`src/rtl/frame_accum_pkg.sv`:
```
package frame_accum_pkg;
  typedef enum logic [1:0] {
    ST_GET_CNT = 2'd0,
    ST_SUM     = 2'd1,
    ST_EMIT_LN = 2'd2,
    ST_EMIT_SM = 2'd3
  } fa_state_e;
endpackage

```
`src/rtl/fa_rst_sync.sv`:
```
module fa_rst_sync #(
  parameter int STAGES = 2
) (
  input  logic clk,
  input  logic arst_n,
  output logic srst_n
);
  logic [STAGES-1:0] chain_q;

  always_ff @(posedge clk or negedge arst_n) begin
    if (!arst_n) chain_q <= '0;
    else         chain_q <= {chain_q[STAGES-2:0], 1'b1};
  end

  assign srst_n = chain_q[STAGES-1];
endmodule

```
`src/rtl/fa_ctrl.sv`:
```
module fa_ctrl
  import frame_accum_pkg::*;
(
  input  logic      clk,
  input  logic      rst_n,
  input  logic      src_valid,
  input  logic      dst_ready,
  input  logic      cnt_is_zero,
  input  logic      last_word,
  output fa_state_e state,
  output logic      src_ready,
  output logic      dst_valid,
  output logic      load_cnt,
  output logic      acc_en,
  output logic      clr_sum
);
  fa_state_e state_q, state_d;

  always_comb begin
    state_d = state_q;
    unique case (state_q)
      ST_GET_CNT: if (src_valid) state_d = cnt_is_zero ? ST_EMIT_LN : ST_SUM;
      ST_SUM:     if (src_valid && last_word) state_d = ST_EMIT_LN;
      ST_EMIT_LN: if (dst_ready) state_d = ST_EMIT_SM;
      ST_EMIT_SM: if (dst_ready) state_d = ST_GET_CNT;
      default:    state_d = ST_GET_CNT;
    endcase
  end

  always_ff @(posedge clk or negedge rst_n) begin
    if (!rst_n) state_q <= ST_GET_CNT;
    else        state_q <= state_d;
  end

  assign state     = state_q;
  assign src_ready = (state_q == ST_GET_CNT) || (state_q == ST_SUM);
  assign dst_valid = (state_q == ST_EMIT_LN) || (state_q == ST_EMIT_SM);
  assign load_cnt  = (state_q == ST_GET_CNT) && src_valid;
  assign acc_en    = (state_q == ST_SUM) && src_valid;
  assign clr_sum   = (state_q == ST_EMIT_SM) && dst_ready;
endmodule

```
`src/rtl/fa_counter.sv`:
```
module fa_counter #(
  parameter int CNT_W = 64
) (
  input  logic             clk,
  input  logic             rst_n,
  input  logic             load,
  input  logic [CNT_W-1:0] load_val,
  input  logic             dec,
  output logic             last
);
  localparam logic [CNT_W-1:0] ONE = CNT_W'(1);
  logic [CNT_W-1:0] cnt_q, cnt_d;
  logic             cnt_en;

  always_comb begin
    cnt_en = load || dec;
    cnt_d  = load ? load_val : (cnt_q - ONE);
  end

  always_ff @(posedge clk or negedge rst_n) begin
    if (!rst_n)      cnt_q <= '0;
    else if (cnt_en) cnt_q <= cnt_d;
  end

  assign last = (cnt_q == ONE);
endmodule

```
`src/rtl/fa_accum.sv`:
```
module fa_accum #(
  parameter int DATA_W = 64
) (
  input  logic              clk,
  input  logic              rst_n,
  input  logic              clr,
  input  logic              en,
  input  logic [DATA_W-1:0] addend,
  output logic [DATA_W-1:0] sum
);
  logic [DATA_W-1:0] sum_q, sum_d;
  logic              sum_en;

  always_comb begin
    sum_en = clr || en;
    sum_d  = clr ? '0 : (sum_q + addend);
  end

  always_ff @(posedge clk or negedge rst_n) begin
    if (!rst_n)      sum_q <= '0;
    else if (sum_en) sum_q <= sum_d;
  end

  assign sum = sum_q;
endmodule

```
`src/rtl/frame_accum.sv`:
```
module frame_accum
  import frame_accum_pkg::*;
#(
  parameter int DATA_W      = 64,
  parameter int SYNC_STAGES = 2
) (
  input  logic              clk,
  input  logic              rst_n,
  input  logic [DATA_W-1:0] src_data,
  input  logic              src_valid,
  output logic              src_ready,
  output logic [DATA_W-1:0] dst_data,
  output logic              dst_valid,
  input  logic              dst_ready
);
  localparam logic [DATA_W-1:0] RES_LEN = DATA_W'(1);

  logic              rst_sync_n;
  fa_state_e         state;
  logic              load_cnt, acc_en, clr_sum, last_word;
  logic [DATA_W-1:0] sum;

  fa_rst_sync #(.STAGES(SYNC_STAGES)) u_rst (
    .clk    (clk),
    .arst_n (rst_n),
    .srst_n (rst_sync_n)
  );

  fa_ctrl u_ctrl (
    .clk         (clk),
    .rst_n       (rst_sync_n),
    .src_valid   (src_valid),
    .dst_ready   (dst_ready),
    .cnt_is_zero (src_data == '0),
    .last_word   (last_word),
    .state       (state),
    .src_ready   (src_ready),
    .dst_valid   (dst_valid),
    .load_cnt    (load_cnt),
    .acc_en      (acc_en),
    .clr_sum     (clr_sum)
  );

  fa_counter #(.CNT_W(DATA_W)) u_cnt (
    .clk      (clk),
    .rst_n    (rst_sync_n),
    .load     (load_cnt),
    .load_val (src_data),
    .dec      (acc_en),
    .last     (last_word)
  );

  fa_accum #(.DATA_W(DATA_W)) u_acc (
    .clk    (clk),
    .rst_n  (rst_sync_n),
    .clr    (clr_sum),
    .en     (acc_en),
    .addend (src_data),
    .sum    (sum)
  );

  assign dst_data = (state == ST_EMIT_LN) ? RES_LEN : sum;
endmodule

```
`config.mk`:
```
export PLATFORM = sky130hd
export DESIGN_NAME = frame_accum
export DESIGN_NICKNAME = d
export VERILOG_FILES = /design/src/rtl/frame_accum_pkg.sv /design/src/rtl/fa_rst_sync.sv /design/src/rtl/fa_ctrl.sv /design/src/rtl/fa_counter.sv /design/src/rtl/fa_accum.sv /design/src/rtl/frame_accum.sv
export SDC_FILE = /design/constraint.sdc
export NUM_CORES = 1
export LEC_CHECK = 0
export ABC_AREA = 1
export CORE_AREA = 5 5 231 166
export CTS_BUF_LIST = sky130_fd_sc_hd__clkbuf_16
export DETAILED_ROUTE_END_ITERATION = 10
export DIE_AREA = 0 0 236 171
export PLACE_DENSITY = 0.59
export SLEW_MARGIN = 15
export SYNTH_ARGS = -nofsm -noshare
export SYNTH_HDL_FRONTEND = slang
export SYNTH_HIERARCHICAL = 1
export SYNTH_SLANG_ARGS = --single-unit
```
`constraint.sdc`:
```
create_clock -name clk -period 3.98 [get_ports clk]
set_input_delay 0.597 -clock clk [delete_from_list [all_inputs] [get_ports clk]]
set_output_delay 0.597 -clock clk [all_outputs]
set_load 0.005 [all_outputs]
```
==> key figures, run 1 <==
Run status
  – Status: complete, no violations

Worst setup path
  – Reg-to-reg endpoint: u_cnt/cnt_q[11]
  – R2R depth: 8
  – Worst EP required: 3.38 ns
  – RR Startpoint: u_ctrl/state[0]
  – Crit start category: flop
  – Reg2Reg Setup Slack: 1.24 ns
  – Endpoint class of the critical path: primary output
  – Kind of critical path: reg -> out
  – Worst-path maximum fanout: 40
  – Arr. time, crit path: 2.52 ns

Global route
  – Vias in the first global route: 14.7k
  – GRT Util Overall: 28.4%
  – Initial antenna violation count: 0
  – GR Overflow Total: 0
  – Largest net degree at the start of global routing: 79
  – Global-route wire length before repair: 87.9 mm

Power and ir drop
  – Worst vdd ir: 0.389 mV
  – Leak pwr: 9.25 nW
  – Pwr/cell area: 729 mW/mm²

Route
  – Per-cell routed wire length: 18.6 µm
  – Via Count: 15.9k
  – Routed Antenna Nets: 0
  – Drc violations: 0
  – Routed WL: 58.5 mm
  – Drt pass-1 iters: 6
  – Vias per cell: 5.08
  – Starting DRC count in detailed routing: 1721

Synth
  – Yosys reg bits: 132
  – Share of flip-flops with an asynchronous set or reset: 100%
  – Post-synth EDFFs: 0
  – Mapped Avg Cell Area: 5.62 µm²
  – Post-Syn Instances: 2514
  – Synth Cell Area: 0.0141 mm²
  – YS warnings: 6
  – Post-synth cell types: 40
  – Syn Nets: 2654
  – Ys flop type: dfrtp_1
  – Sequential element share of the synthesized area: 23.4%

Timing
  – Slew headroom: 35.2%
  – Max-slew violations: 0
  – Total negative slack: 0 ns
  – Final min period: 3.11 ns
  – Worst-Margin Slew: 0.970 ns
  – RSZ-0062 raised after global routing: false
  – # setup viols final: 0
  – Final Cycle Share: 78.2%
  – Max frequency: 0.321 GHz
  – Final Hold Viols: 0
  – Clk_skew: 0.0167 ns

Clocking
  – H-tree levels: 4
  – Post-CTS sizing: 0
  – Num CTS Buffers: 17
  – Post-CTS setup buffer count: 0
  – CTS tree: done
  – Clock slew at reported path FFs: 0.07 ns
  – Worst skew pair latency: 0.45 ns
  – CTS root buf: clkbuf_16
  – Clock buffer depth: 2
  – # clock sinks: 132
  – Number of hold buffers added after cts: 0

Die
  – Starting Density: 39.0%
  – Die Width: 236 µm
  – Chip Height: 171 µm
  – Die ar.: 0.0404 mm²
  – I/O pin total: 134
  – # rows: 59
  – Core area: 0.0362 mm²

Place
  – RePlAce Congestion: 1.01
  – HPWL after DPL: 47.2 mm
  – Placed cells: 3109
  – Port Buf Inserts: 133

Worst hold path
  – Worst hold path type: in -> async

Final layout
  – Final net count: 2780
  – Post-route insts no fill: 3141
  – Area growth from synthesis to layout: 17.8%
  – Area of the multi-input gates: 0.00889 mm²
  – N_diodes: 0
  – Register area: 0.00331 mm²
  – Most frequent cells in the layout: 971 x nand2_1, 459 x inv_1, 340 x nor2_1
  – Fillers: 3978
  – Share of layout cells above drive strength 1: 5.43%
  – Most common cell after layout, fill and taps aside: nand2_1

Run
  – Max-cap violation count: 0
where the power goes:
part / switching (mW) / internal [mW] / total [mW]
Combinational: 5.00 / 2.72 / 7.71
Clock: 0.729 / 0.927 / 1.66
Sequential: 0.811 / 1.95 / 2.76
Total: 6.54 / 5.59 / 12.1
state kept, by name, summed over array words and instances, names as in the netlist:
signal and count:
u_acc/sum 64, u_cnt/cnt_q 64, u_rst/chain_q 2, u_ctrl/state 2
logic make-up (layout without fill, tap and decap cells):
kind of cell	after synthesis	after routing	share of synthesized area, %
buf+inv	512	651	13.8
fa+ha+maj	72	72	6.43
compound gates	210	210	8.91
other cells	1	1	0.0266
xor+xnor	26	26	1.61
simple gates	1561	1561	45.8
flops	132	132	23.4
how the worst max path moves through the flow:
stage / from / to / slack, ns / cells past startpoint
4_1_cts: u_ctrl/state[1] / dst_data[0] / 0.81 / 5
3_5_place_dp: src_data[0] / u_acc/sum[60] / 0.76 / 15
2_1_floorplan: u_rst/chain_q[1] / u_acc/sum[0] / 0.03 / 0
6_report: u_ctrl/state[1] / dst_data[0] / 0.87 / 5
3_3_place_gp: src_data[34] / u_acc/sum[59] / 0.70 / 13
5_1_grt: u_ctrl/state[1] / dst_data[0] / 0.73 / 5
layer usage:
layer,wire [µm],GRT usage [%]
met5,0,0
met4,1360,7.19
met3,5070,5.91
met2,24400,43.5
met1,27600,41.0
cell type report:
cell class	count	area share [%]
multi-input combinational	1870	53.5
inverter	475	10.7
tap	488	3.67
timing repair buffer	144	8.73
clock inverter	15	0.948
clock buffer	17	2.56
sequential	132	19.9
worst max-delay path: stages, from the launching register on:
cell             delay (ns)
dfrtp_1                0.42
inv_1                  0.09
nor2_4                 0.64
buf_12                 0.29
or2_2                  0.14
clkdlybuf4s50_1        0.48
synth_stat cells (9+ instances only):
library cell / instances / area, µm²
nand2_1: 971 / 3640
inv_1: 459 / 1720
nor2_1: 344 / 1290
dfrtp_1: 132 / 3300
nand3_1: 130 / 651
a21oi_1: 73 / 365
ha_1: 71 / 888
a22oi_1: 58 / 435
o21ai_0: 42 / 210
clkbuf_1: 26 / 97.6
nor2_2: 24 / 150
nand2_2: 23 / 144
xor2_1: 21 / 184
nand4_1: 15 / 93.8
o21ai_1: 15 / 75.1
inv_2: 14 / 52.6
o21bai_1: 10 / 75.1
nor3_1: 9 / 45.0
per-stage QoR:
stage	setup slack, ns	power [mW]	instance area (µm²)	hold slack (ns)	util [%]
floorplan	0.0301	7.50	14100	0.301	-
global placement	0.700	10.3	16000	0.340	44.3
detailed placement	0.759	10.3	16000	0.337	44.3
CTS	0.814	12.0	16600	0.283	45.9
global route	0.725	13.2	16600	0.290	45.9
finish	0.867	12.1	16600	0.301	45.9
(Power assumes the default switching activity.)
==> run 2, diff against run 1 <==
- PLACE_DENSITY: 0.59 -> 0.57
- clock period: 3.98 -> 3 ns (I/O delays scaled with it)
==> key figures, run 2 (synthesized netlist as in run 1, its figures left out) <==
Route
  – Met3 Routed Length: 5.49 mm (+8.4%)
  – Routed Antenna Nets: 0 (unchanged)
  – Per-cell routed wire length: 19.0 µm (+2.0%)
  – Starting DRC count in detailed routing: 1805 (+4.9%)
  – Drc violations: 0 (unchanged)
  – Highest routed layer: met4
  – Via Count: 16.3k (+2.5%)
  – Vias per cell: 5.03 (-1.0%)
  – DRT met1 WL: 29.6 mm (+7.1%)
  – Routed WL: 61.7 mm (+5.6%)
  – Drt pass-1 iters: 6 (unchanged)
  – DR WL met2: 25.2 mm (+3.3%)

Timing
  – Final min period: 2.78 ns
  – Max-slew violations: 0 (unchanged)
  – Total negative slack: 0 ns (unchanged)
  – Final Cycle Share: 92.6%
  – Clk_skew: 0.0144 ns (-0.00230 ns)
  – # setup viols final: 0 (unchanged)
  – Max frequency: 0.360 GHz
  – Slew headroom: 54.6% (+19 points)
  – Final Hold Viols: 0 (unchanged)
  – RSZ-0062 raised after global routing: false
  – Worst-Margin Slew: 0.682 ns (-0.289 ns)

Worst setup path
  – Setup crit end: dst_data[34]
  – Crit start category: flop
  – CP cell instances: inv_1 -> nor2_4 -> buf_12 -> nor2_1 -> clkdlybuf4s50_1
  – Critical-path top delay cell: nor2_4
  – Arr. time, crit path: 2.33 ns (-0.19 ns)
  – Worst-path maximum fanout: 37 (-7.5%)
  – Worst EP required: 2.55 ns (-0.83 ns)
  – R2R depth: 14 (+6)
  – Reg-to-reg endpoint: u_acc/sum[44]
  – Kind of critical path: reg -> out
  – RR Startpoint: u_acc/sum[0]
  – Worst path max stage delay: 0.50 ns (-0.14 ns)
  – Reg2Reg Setup Slack: 0.42 ns (-0.82 ns)
  – Endpoint class of the critical path: primary output
  – CP Launch Point: u_ctrl/state[1]

Place
  – DP Area: 0.0169 mm² (+5.3%)
  – HPWL after DPL: 51.0 mm (+8.2%)
  – Port Buf Inserts: 133 (unchanged)
  – RePlAce Congestion: 1.00 (-0.86%)

Clocking
  – CTS root buf: clkbuf_16
  – H-tree levels: 4 (unchanged)
  – Worst skew pair latency: 0.45 ns (about the same)
  – Post-CTS sizing: 0 (unchanged)
  – Number of hold buffers added after cts: 0 (unchanged)
  – # clock sinks: 132 (unchanged)
  – Num CTS Buffers: 17 (unchanged)
  – Clock buffer depth: 2 (unchanged)
  – Post-CTS setup buffer count: 0 (unchanged)
  – Clock slew at reported path FFs: 0.07 ns (about the same)
  – CTS tree: done

Power and ir drop
  – Leak pwr: 9.81 nW (+6.1%)
  – Sw frac: 52.9% (-1.0 points)
  – Switching pwr: 8.94 mW (+37%)
  – P_int: 7.97 mW (+43%)
  – Worst vdd ir: 0.419 mV (+7.7%)
  – Sequential power share: 21.8% (-1.0 points)
  – Combinational share of power: 64.2% (+0.6 points)
  – Pwr/cell area: 965 mW/mm² (+32%)
  – Clock share of power: 14.0% (+0.3 points)
  – Total power: 16.9 mW (+39%)

Global route
  – Global-route wire length before repair: 92.9 mm (+5.7%)
  – Largest net degree at the start of global routing: 65 (-18%)
  – Initial antenna violation count: 1 (+1)
  – GR Overflow Total: 0 (unchanged)
  – GRT Util Overall: 30.1% (+1.8 points)
  – Vias in the first global route: 15.3k (+4.3%)

Final layout
  – Final net count: 2890 (+4.0%)
  – Area growth from synthesis to layout: 24.1%
  – Fillers: 3955 (-0.58%)
  – Most common cell after layout, fill and taps aside: nand2_1
  – Finished Cell Area: 0.0175 mm² (+5.4%)
  – Final core utilization: 48.3% (+2.5 points)
  – Most frequent cells in the layout: 971 x nand2_1, 458 x inv_1, 340 x nor2_1
  – Share of layout cells above drive strength 1: 9.23% (+3.8 points)
  – N_diodes: 0 (unchanged)

Run
  – Max-cap violation count: 0 (unchanged)

Die
  – Starting Density: 39.0% (unchanged)
  – Chip Height: 171 µm (unchanged)
  – # rows: 59 (unchanged)
  – Die Width: 236 µm (unchanged)
  – I/O pin total: 134 (unchanged)
  – Core area: 0.0362 mm² (unchanged)
  – Die ar.: 0.0404 mm² (unchanged)

Run status
  – Status: complete, no violations

Worst hold path
  – Worst hold path type: in -> async
-- run 2: layout make-up --
class / instances / area (µm²) / area share [%]
clock buffers: 17 / 425 / 2.43
clock inverters: 15 / 196 / 1.12
well taps: 488 / 611 / 3.49
inverters: 475 / 1780 / 10.2
repair buffers: 254 / 2300 / 13.1
multi-input cells: 1870 / 8890 / 50.8
flip-flops and latches: 132 / 3310 / 18.9
-- run 2: worst min path at each step --
| stage | endpoint | slack (ns) | cells past startpoint |
|---|---|---|---|
| floorplan | u_rst/chain_q[0] | 0.15 | 0 |
| global placement | u_rst/chain_q[1] | 0.34 | 0 |
| detailed placement | u_rst/chain_q[1] | 0.35 | 0 |
| CTS | u_rst/chain_q[1] | 0.13 | 1 |
| global route | u_rst/chain_q[1] | 0.15 | 1 |
| finish | u_rst/chain_q[1] | 0.15 | 1 |
-- run 2: per-stage QoR --
step | setup WS [ns] | hold slack (ns) | std cells
2_1_floorplan | 0.804 | 0.154 | 2514
3_3_place_gp | -0.125 | 0.339 | 3219
3_5_place_dp | -0.142 | 0.346 | 3219
4_1_cts | 0.190 | 0.135 | 3251
5_1_grt | 0.102 | 0.150 | 3251
6_report | 0.221 | 0.151 | 3251
-- run 2: metal layers --
| metal | vias up | global-route usage, % |
|---|---|---|
| met3 | 75 | 6.43 |
| met5 | - | 0 |
| met2 | 652 | 45.4 |
| li1 | 8125 | - |
| met1 | 7488 | 44.2 |
| met4 | 0 | 7.37 |
-- run 2: power groups by stage --
stage               combinational (mW)  clock (mW)  sequential [mW]
floorplan                         6.69           0             3.26
global placement                  10.6           0             3.67
detailed placement                10.7           0             3.67
CTS                               10.7        2.40             3.66
global route                      12.1        2.47             3.78
finish                            10.9        2.37             3.69
-- run 2: worst max-delay path, delay by kind of cell, from the launching register on --
| family | cells | cell delay, ns |
|---|---|---|
| buffers and inverters | 3 | 0.85 |
| and+or+nand+nor | 2 | 0.56 |
| DFF | 1 | 0.42 |
==> run 3, diff against run 2 <==
- PLACE_DENSITY: 0.57 -> 0.59
- clock period: 3 -> 2.5 ns (I/O delays scaled with it)
==> key figures, run 3 (synthesized netlist as in run 1, its figures left out) <==
Route
  – Drc violations: 0 (unchanged)
  – Routed Antenna Nets: 0 (unchanged)
  – Vias per cell: 4.94 (-1.6%)
  – Per-cell routed wire length: 17.9 µm (-5.6%)
  – Drt pass-1 iters: 6 (unchanged)
  – Via Count: 16.7k (+2.3%)
  – Routed WL: 60.6 mm (-1.8%)
  – Starting DRC count in detailed routing: 1592 (-12%)

Worst setup path
  – Worst-path maximum fanout: 6 (-84%)
  – CP cell instances: inv_1 -> ha_1 -> or2_2 -> clkdlybuf4s50_1
  – Worst path bufs/invs: 2 (-1)
  – WP depth: 4 (-1)
  – CP delay by family, top: buffers and inverters
  – Reg2Reg Setup Slack: 0.13 ns (-0.29 ns)
  – CP Launch Point: u_ctrl/state[0]
  – Kind of critical path: reg -> out
  – Arr. time, crit path: 2.03 ns (-0.30 ns)
  – Reg-to-reg endpoint: u_acc/sum[58]
  – Endpoint class of the critical path: primary output
  – Critical-path top delay cell: clkdlybuf4s50_1
  – R2R depth: 14 (unchanged)
  – Crit start category: flop
  – Worst EP required: 2.12 ns (-0.43 ns)
  – Setup crit end: src_ready
  – RR Startpoint: u_acc/sum[9]
  – Worst path max stage delay: 0.45 ns (-0.05 ns)

Die
  – Die Width: 236 µm (unchanged)
  – Starting Density: 39.0% (unchanged)
  – Die ar.: 0.0404 mm² (unchanged)
  – # rows: 59 (unchanged)
  – Chip Height: 171 µm (unchanged)
  – I/O pin total: 134 (unchanged)
  – Core area: 0.0362 mm² (unchanged)

Timing
  – Final setup margin: 0.0976 ns (-0.123 ns)
  – Clk_skew: 0.0116 ns (-0.00275 ns)
  – Final min period: 2.40 ns
  – Max-slew violations: 0 (unchanged)
  – RSZ-0062 raised after global routing: false
  – Slew headroom: 43.2% (-11 points)
  – # setup viols final: 0 (unchanged)
  – Max frequency: 0.416 GHz
  – Final Hold Viols: 0 (unchanged)
  – Final Cycle Share: 96.1%
  – Worst-Margin Slew: 0.852 ns (+0.170 ns)

Global route
  – Vias in the first global route: 15.4k (+0.14%)
  – Global-route wire length before repair: 90.9 mm (-2.2%)
  – Initial antenna violation count: 0 (-1)
  – GRT Util Overall: 29.4% (-0.74 points)
  – GR Overflow Total: 0 (unchanged)
  – Largest net degree at the start of global routing: 131 (+100%)

Place
  – RePlAce Congestion: 1.02 (+2.0%)
  – DP Area: 0.0179 mm² (+5.9%)
  – Dpl ws: -0.363 ns (-0.222 ns)
  – HPWL after DPL: 49.9 mm (-2.3%)
  – Port Buf Inserts: 133 (unchanged)

Clocking
  – Num CTS Buffers: 17 (unchanged)
  – H-tree levels: 4 (unchanged)
  – Clock buffer depth: 2 (unchanged)
  – Post-CTS setup buffer count: 0 (unchanged)
  – Clock slew at reported path FFs: 0.07 ns (about the same)
  – # clock sinks: 132 (unchanged)
  – CTS root buf: clkbuf_16
  – Number of hold buffers added after cts: 0 (unchanged)
  – Worst skew pair latency: 0.45 ns (about the same)
  – CTS tree: done

Final layout
  – Most frequent cells in the layout: 970 x nand2_1, 458 x inv_1, 338 x nor2_1
  – Area growth from synthesis to layout: 31.0%
  – N_diodes: 0 (unchanged)
  – Share of layout cells above drive strength 1: 13.5% (+4.3 points)
  – Most common cell after layout, fill and taps aside: nand2_1
  – Fillers: 3848 (-2.7%)
  – Final net count: 3022 (+4.6%)
  – Finished Cell Area: 0.0185 mm² (+5.6%)

Power and ir drop
  – Combinational share of power: 67.1% (+2.9 points)
  – Sequential power share: 20.6% (-1.2 points)
  – Pwr/cell area: 1140 mW/mm² (+18%)
  – Worst vdd ir: 0.599 mV (+43%)
  – Total power: 21.1 mW (+25%)
  – Switching pwr: 10.8 mW (+21%)
  – Clock share of power: 12.3% (-1.7 points)
  – P_int: 10.3 mW (+29%)
  – Leak pwr: 10.4 nW (+6.4%)
  – Sw frac: 51.3% (-1.6 points)

Run
  – Max-cap violation count: 0 (unchanged)

Run status
  – Status: complete, no violations

Worst hold path
  – Worst hold path type: in -> async
## run 3: layer usage
metal | share of wire, % | vias to the layer above | routed length (µm) | GRT usage (%)
li1 | - | 8380 | - | -
met1 | 48 | 7677 | 29100 | 43.2
met2 | 41 | 608 | 25000 | 43.6
met3 | 8.7 | 58 | 5290 | 7.04
met4 | 2.2 | 0 | 1300 | 7.16
met5 | 0 | - | 0 | 0
## run 3: power by group through the flow
| stage | clock (mW) | combinational, mW | sequential (mW) |
|---|---|---|---|
| floorplan | 0 | 8.02 | 3.92 |
| global placement | 0 | 13.8 | 4.32 |
| detailed placement | 0 | 13.9 | 4.32 |
| CTS | 2.66 | 14.0 | 4.31 |
| global route | 2.75 | 15.6 | 4.46 |
| finish | 2.60 | 14.2 | 4.35 |
## run 3: area by class of cell
cell class	count	area [µm²]	share of cell area (%)
multi-input combinational	1870	8910	48.2
sequential	132	3310	17.9
timing repair buffer	386	3310	17.9
inverter	475	1780	9.64
tap	488	611	3.30
clock buffer	17	425	2.30
clock inverter	15	148	0.798
## run 3: per-stage QoR
stage	util, %	hold slack (ns)	setup TNS, ns	instances
floorplan	-	0.0794	0	2514
global placement	49.4	0.338	-6.65	3351
detailed placement	49.4	0.339	-7.51	3351
CTS	51.0	0.0516	0	3383
global route	51.0	0.0601	0	3383
finish	51.0	0.0755	0	3383
## run 3: how the worst min path moves through the flow
stage / startpoint / endpoint / slack (ns) / cells past startpoint
3_5_place_dp: u_rst/chain_q[0] / u_rst/chain_q[1] / 0.34 / 0
6_report: rst_n / u_rst/chain_q[1] / 0.08 / 1
4_1_cts: rst_n / u_rst/chain_q[1] / 0.05 / 1
3_3_place_gp: u_rst/chain_q[0] / u_rst/chain_q[1] / 0.34 / 0
2_1_floorplan: rst_n / u_rst/chain_q[0] / 0.08 / 0
5_1_grt: rst_n / u_rst/chain_q[1] / 0.06 / 1
## run 3: worst register-to-register path: stages (launching register included)
cell     delay, ns
dfrtp_1       0.41
ha_1          0.35
buf_4         0.16
nand2_1       0.12
inv_1         0.07
nand2_1       0.06
nand2_1       0.08
inv_1         0.07
nand3_2       0.13
nand3_1       0.11
nand2_1       0.16
nand2_1       0.18
nand3_1       0.09
nand3_1       0.19
nand2_1       0.07
## run 3: repair_timing
item                                    CTS  global route
gates resized for setup                   1             5
endpoints found under the setup margin    1             4
endpoints found under the hold margin     0             0
